**src/rtl/pms_pkg.sv**
```systemverilog
package pms_pkg;

    typedef enum logic {
        ST_IDLE  = 1'b0,
        ST_SHIFT = 1'b1
    } state_e;

    localparam logic [1:0] DEPTH_8  = 2'd0;
    localparam logic [1:0] DEPTH_16 = 2'd1;
    localparam logic [1:0] DEPTH_32 = 2'd2;

    // pixels held by one bus word for a given depth code
    function automatic int unsigned ratio_of(input logic [1:0] depth, input int unsigned bus_w);
        case (depth)
            DEPTH_8:  return bus_w / 8;
            DEPTH_16: return bus_w / 16;
            default:  return bus_w / 32;
        endcase
    endfunction

endpackage

```
**src/rtl/pms_reorder.sv**
```systemverilog
module pms_reorder #(
    parameter int BUS_W = 64
) (
    input  logic [BUS_W-1:0] word_i,
    input  logic [1:0]       depth_i,
    input  logic             big_i,
    output logic [BUS_W-1:0] word_o
);
    localparam int NBYTES = BUS_W / 8;

    // per byte lane: pick the source lane for each endian variant
    for (genvar b = 0; b < NBYTES; b++) begin : g_lane
        localparam int SRC_PAIR = (b / 2) * 2 + (1 - (b % 2));
        localparam int SRC_QUAD = (b / 4) * 4 + (3 - (b % 4));
        always_comb begin
            if (!big_i) begin
                word_o[b*8 +: 8] = word_i[b*8 +: 8];
            end else if (depth_i == pms_pkg::DEPTH_16) begin
                word_o[b*8 +: 8] = word_i[SRC_PAIR*8 +: 8];
            end else begin
                // 8-bit: pixel order reversed per 32-bit half; 32-bit: bytes reversed per pixel
                word_o[b*8 +: 8] = word_i[SRC_QUAD*8 +: 8];
            end
        end
    end

endmodule

```
**src/rtl/pms_ctrl.sv**
```systemverilog
module pms_ctrl #(
    parameter int BUS_W = 64,
    localparam int MAX_RATIO = BUS_W / 8,
    localparam int IDX_W = $clog2(MAX_RATIO)
) (
    input  logic             clk,
    input  logic             rst_n,
    input  logic             load_i,
    input  logic [IDX_W:0]   ratio_i,
    output logic             valid_o,
    output logic             capture_o,
    output logic             overrun_o,
    output logic [IDX_W-1:0] idx_o
);
    import pms_pkg::*;

    state_e           st_q, st_d;
    logic [IDX_W-1:0] idx_q, idx_d;
    logic [IDX_W:0]   ratio_q, ratio_d;
    logic             ovr_q, ovr_d;
    logic [IDX_W:0]   last_idx;
    logic             at_last;

    assign last_idx = ratio_q - 1'b1;
    assign at_last  = ({1'b0, idx_q} == last_idx);

    // state register
    always_ff @(posedge clk) begin
        if (!rst_n) begin
            st_q    <= ST_IDLE;
            idx_q   <= '0;
            ratio_q <= '0;
            ovr_q   <= 1'b0;
        end else begin
            st_q    <= st_d;
            idx_q   <= idx_d;
            ratio_q <= ratio_d;
            ovr_q   <= ovr_d;
        end
    end

    // transitions
    always_comb begin
        st_d    = st_q;
        idx_d   = idx_q;
        ratio_d = ratio_q;
        ovr_d   = 1'b0;
        unique case (st_q)
            ST_IDLE: begin
                if (load_i) begin            // START
                    st_d    = ST_SHIFT;
                    idx_d   = '0;
                    ratio_d = ratio_i;
                end
            end
            ST_SHIFT: begin
                if (load_i) begin            // RELOAD or OVERRUN
                    idx_d   = '0;
                    ratio_d = ratio_i;
                    ovr_d   = !at_last;
                end else if (at_last) begin  // DRAIN
                    st_d  = ST_IDLE;
                    idx_d = '0;
                end else begin               // ADVANCE
                    idx_d = idx_q + 1'b1;
                end
            end
            default: begin
                st_d = ST_IDLE;
            end
        endcase
    end

    // outputs
    always_comb begin
        valid_o   = (st_q == ST_SHIFT);
        capture_o = load_i;
        overrun_o = ovr_q;
        idx_o     = idx_q;
    end

endmodule

```
**src/rtl/pms_slice.sv**
```systemverilog
module pms_slice #(
    parameter int BUS_W = 64,
    parameter int PIX_W = 32,
    localparam int IDX_W = $clog2(BUS_W / 8)
) (
    input  logic [BUS_W-1:0] word_i,
    input  logic [1:0]       depth_i,
    input  logic [IDX_W-1:0] idx_i,
    output logic [PIX_W-1:0] pix_o
);
    always_comb begin
        int ix;
        ix    = int'(idx_i);
        pix_o = '0;
        case (depth_i)
            pms_pkg::DEPTH_8:  pix_o[7:0]  = word_i[(ix % (BUS_W/8))*8 +: 8];
            pms_pkg::DEPTH_16: pix_o[15:0] = word_i[(ix % (BUS_W/16))*16 +: 16];
            default:           pix_o[31:0] = word_i[(ix % (BUS_W/32))*32 +: 32];
        endcase
    end

endmodule

```
**src/rtl/pix_mux_serializer.sv**
```systemverilog
module pix_mux_serializer #(
    parameter int BUS_W = 64,
    parameter int PIX_W = 32
) (
    input  logic             clk,
    input  logic             rst_n,
    input  logic             load_i,
    input  logic [BUS_W-1:0] bus_i,
    input  logic [1:0]       depth_i,
    input  logic             big_end_i,
    output logic [PIX_W-1:0] pix_o,
    output logic             pix_valid_o,
    output logic             overrun_o
);
    localparam int IDX_W = $clog2(BUS_W / 8);

    logic [BUS_W-1:0] ordered;
    logic [BUS_W-1:0] word_q;
    logic [1:0]       depth_q;
    logic [IDX_W:0]   ratio_in;
    logic             valid;
    logic             capture;
    logic [IDX_W-1:0] idx;
    logic [PIX_W-1:0] slice_pix;

    assign ratio_in = (IDX_W+1)'(pms_pkg::ratio_of(depth_i, BUS_W));

    pms_reorder #(.BUS_W(BUS_W)) i_reorder (
        .word_i  (bus_i),
        .depth_i (depth_i),
        .big_i   (big_end_i),
        .word_o  (ordered)
    );

    pms_ctrl #(.BUS_W(BUS_W)) i_ctrl (
        .clk       (clk),
        .rst_n     (rst_n),
        .load_i    (load_i),
        .ratio_i   (ratio_in),
        .valid_o   (valid),
        .capture_o (capture),
        .overrun_o (overrun_o),
        .idx_o     (idx)
    );

    always_ff @(posedge clk) begin
        if (!rst_n) begin
            word_q  <= '0;
            depth_q <= pms_pkg::DEPTH_8;
        end else if (capture) begin
            word_q  <= ordered;
            depth_q <= depth_i;
        end
    end

    pms_slice #(.BUS_W(BUS_W), .PIX_W(PIX_W)) i_slice (
        .word_i  (word_q),
        .depth_i (depth_q),
        .idx_i   (idx),
        .pix_o   (slice_pix)
    );

    assign pix_valid_o = valid;
    assign pix_o       = valid ? slice_pix : '0;

endmodule

```
**config.mk**
```make
export PLATFORM = sky130hd
export DESIGN_NAME = pix_mux_serializer
export DESIGN_NICKNAME = d
export VERILOG_FILES = /design/src/rtl/pms_pkg.sv /design/src/rtl/pms_reorder.sv /design/src/rtl/pms_ctrl.sv /design/src/rtl/pms_slice.sv /design/src/rtl/pix_mux_serializer.sv
export SDC_FILE = /design/constraint.sdc
export NUM_CORES = 1
export LEC_CHECK = 0
export BUFFER_PORTS_ARGS = -buffer_cell sky130_fd_sc_hd__buf_4
export CAP_MARGIN = 30
export CORE_MARGIN = 10
export CORE_UTILIZATION = 55
export CTS_CLUSTER_DIAMETER = 50
export DETAILED_ROUTE_END_ITERATION = 10
export PLACE_DENSITY = 0.79
export SLEW_MARGIN = 20
export SYNTH_ARGS = -nofsm -noshare
export SYNTH_HDL_FRONTEND = slang
export SYNTH_SLANG_ARGS = --single-unit
```
**constraint.sdc**
```tcl
create_clock -name clk -period 2.66 [get_ports clk]
set_clock_uncertainty 0.15 [all_clocks]
set_input_delay 0.399 -clock clk [delete_from_list [all_inputs] [get_ports clk]]
set_output_delay 0.399 -clock clk [all_outputs]
set_load 0.03 [all_outputs]
```
==> metrics.yaml <==
grt:
  overflow: 0
  grt_usage_pct: 22.8
  grtUsageMet2_pct: 35.9
  antenna_found_initial: 0
  grt.busiest_layer: "met2"
  use_met1_pct: 30.9
  grt_start_max_net_pins: 134
  met3_usage_pct: 5.11
  grt_pass1_vias: 5220
  grt_pass1_wl_mm: 27.1
worst_setup_path:
  worstReg2RegEnd: "i_ctrl.overrun_o"
  crit_path_max_incr_delay_ns: 0.55
  crit_arrival_ns: 2.12
  cp-end-kind: "output port"
  critPathBufInv: 2
  slowest_stage: "mux4_1"
  required_ns: 2.11
  crit_family: "multiplexers"
  cpMostUsedCell: "buf_4"
  cp-startpoint: "i_ctrl.idx_o[0]"
  reg2reg_from: "i_ctrl.idx_o[1]"
  crit_path_cell_trace: "buf_4 > mux4_1 > a22oi_1 > a31oi_1 > buf_4"
  r2r_slack_ns: 0.90
  cp-start-kind: "register"
  crit_fanout: 6
  reg2reg_depth: 5
  worstSetupPathType: "reg -> out"
timing:
  fin_crit_sh_pct: 100
  tightest_slew_ns: 0.714
  slew_headroom_pct: 52.4
  drv_slew: 0
  finalSetupViolCount: 1
  min_period_ns: 2.66
  whs_ns: 0.142
  clock.fmax_mhz: 375
  rsz0062_at_grt: "no"
  layout_setup_ws_ns: -0.00416
  finalHoldViolCount: 0
die:
  die-area_sq_mm: 0.0143
  dieWidth_um: 120
  num_io_pins: 104
  die_height_um: 120
  coreArea_sq_mm: 0.00973
  initial_core_util_pct: 56.3
  rows: 36
hold_path:
  hold_start: "rst_n"
  min_path_cells: 2
  hold_path.class: "in -> reg"
  whs_endpoint: "i_ctrl.valid_o"
cts:
  cts_tree: "yes"
  htree_levels: 3
  clkTransAtPathRegs_ns: 0.08
  clock_path_buffers: 2
  clkLatencyLatePin_ns: 0.35
  cts-buffers-inserted: 9
  cts_root_buf: "clkbuf_8"
  clock_sinks: 74
  cts-hold-fix-buffers: 0
outcome:
  status: "complete, but fails checks"
  violations: "setup timing"
synth:
  ys_ff_latch: 74
  synth_top_area_share_pct: 27.1
  seq_area_frac_synth_pct: 27.1
  avgSynthCellArea_sq_um: 8.02
  synth-main-ff-cell: "dfxtp_1"
  yosysWarnings: 0
  synth_cell_types: 42
  synth_top_area_cell: "dfxtp_1"
  postSynthCellCount: 683
  ys_top_cells_by_count: "127 x nand2_1, 93 x a21oi_1, 74 x dfxtp_1"
  synth-edff-count: 0
  syn_area_sq_mm: 0.00548
  synth_fp_nets: 755
  async_reset_ff_share_pct: 0
  synth_area_leaders: "dfxtp_1 27%, mux2i_1 12%, a211o_1 10%"
  synth.most_common_cell: "nand2_1"
place:
  port_buffers: 103
  place_area_sq_mm: 0.00623
  dp_hpwl_mm: 12.6
  gp_congestion: 0.987
  post-place-ws_ns: 0.295
flow_run:
  drv_cap: 0
pwr:
  seqPwrFrac_pct: 43.7
  sw_frac_of_total_pct: 29.9
  p_clk_share_pct: 33.3
  switching_power_uw: 873
  pwr_density_cell_mw_per_mm2: 447
  p_leak_nw: 2.67
  combinationalPowerShare_pct: 23.0
  p_int_mw: 2.05
  peakVddDrop_v: 0.000237
route:
  final_antenna_net_count: 0
  wl_per_cell_um: 19.4
  vias_per_cell: 6.23
  drt-total-wl_mm: 17.3
  dr.pass1.iters: 6
  dr.first_iter.drc_count: 558
  drc: 0
  via_count: 5547
cells_and_area:
  areaGrowthSynthToFinish_pct: 19.3
  drive_gt1_share_pct: 21.4
  diodes: 0
  stdcell_area_sq_mm: 0.00653
  nNetsFinal: 825
-- metrics by stage --
stage / total power [mW] / TNS [ns] / cells / util (%)
after CTS: 2.92 / 0 / 887 / 66.5
final: 2.92 / -0.00416 / 891 / 67.1
after global placement: 1.92 / 0 / 871 / 64.1
after floorplan: 1.71 / 0 / 683 / -
after global routing: 3.05 / 0 / 891 / 67.1
after detailed placement: 1.95 / 0 / 871 / 64.1
-- worst reg2reg max path, delay by kind of cell (launching register included) --
family | cells | cell delay, ns
flip-flops | 1 | 0.51
XOR/XNOR | 1 | 0.21
AND/OR/NAND/NOR | 3 | 0.56
buffers and inverters | 1 | 0.23
-- sequential cells by signal, summed over array words and instances (netlist names) --
register          cells
depth_q               2
i_ctrl.idx_o          3
i_ctrl.overrun_o      1
i_ctrl.ratio_q        3
word_q               64
i_ctrl.valid_o        1
-- what timing repair did --
item                       in CTS  in global routing
resized for setup               3                  7
setup buffers                   0                  4
setup endpoints to repair       8                 12
-- cell families after synthesis --
logic type	Yosys count	share of synthesized area, %
XOR/XNOR	4	0.640
multiplexers	82	19.1
AO/OA/AOI/OAI	224	28.3
adder cells (fa/ha/maj)	2	0.457
buffers and inverters	73	7.54
flip-flops	74	27.1
AND/OR/NAND/NOR	224	16.9
-- power by group through the flow --
| stage | Sequential (mW) | Combinational [mW] | Clock (mW) |
|---|---|---|---|
| 2_1_floorplan | 1.25 | 0.460 | 0 |
| 3_3_place_gp | 1.30 | 0.626 | 0 |
| 3_5_place_dp | 1.30 | 0.650 | 0 |
| 4_1_cts | 1.27 | 0.654 | 0.989 |
| 5_1_grt | 1.28 | 0.731 | 1.04 |
| 6_report | 1.28 | 0.671 | 0.974 |
-- worst max-delay path by stage --
| stage | depth (start not counted) | end | slack (ns) |
|---|---|---|---|
| floorplan | 6 | pix_o[2] | 0.37 |
| global placement | 5 | pix_o[0] | 0.30 |
| detailed placement | 6 | pix_o[4] | 0.29 |
| CTS | 5 | pix_o[6] | 0.008 |
| global route | 5 | pix_o[2] | 0.001 |
| finish | 5 | pix_o[2] | -0.004 |
-- cell type report --
type	instances	area, sq um
multi-input cells	536	3600
fillers	824	3200
flip-flops and latches	74	1490
repair buffers	126	1020
well taps	133	166
clock buffers	10	138
clock inverters	6	90.1
inverters	6	27.5
-- layer usage --
layer	vias up	part of all wire, %
met5	-	0
met4	0	1.5
met3	18	8.9
met2	264	46
met1	2625	44
li1	2640	-
-- placed cells by master, fill, tap and decap left out, types with 10 or more instances in the layout --
cell        n
a21oi_1    93
a211o_1    64
clkbuf_8   10
nor2_1     69
dfxtp_1    72
mux2i_1    66
buf_4     120
mux4_2     10
nand2_1   127
No activity file was read; power rests on OpenSTA's default activity.
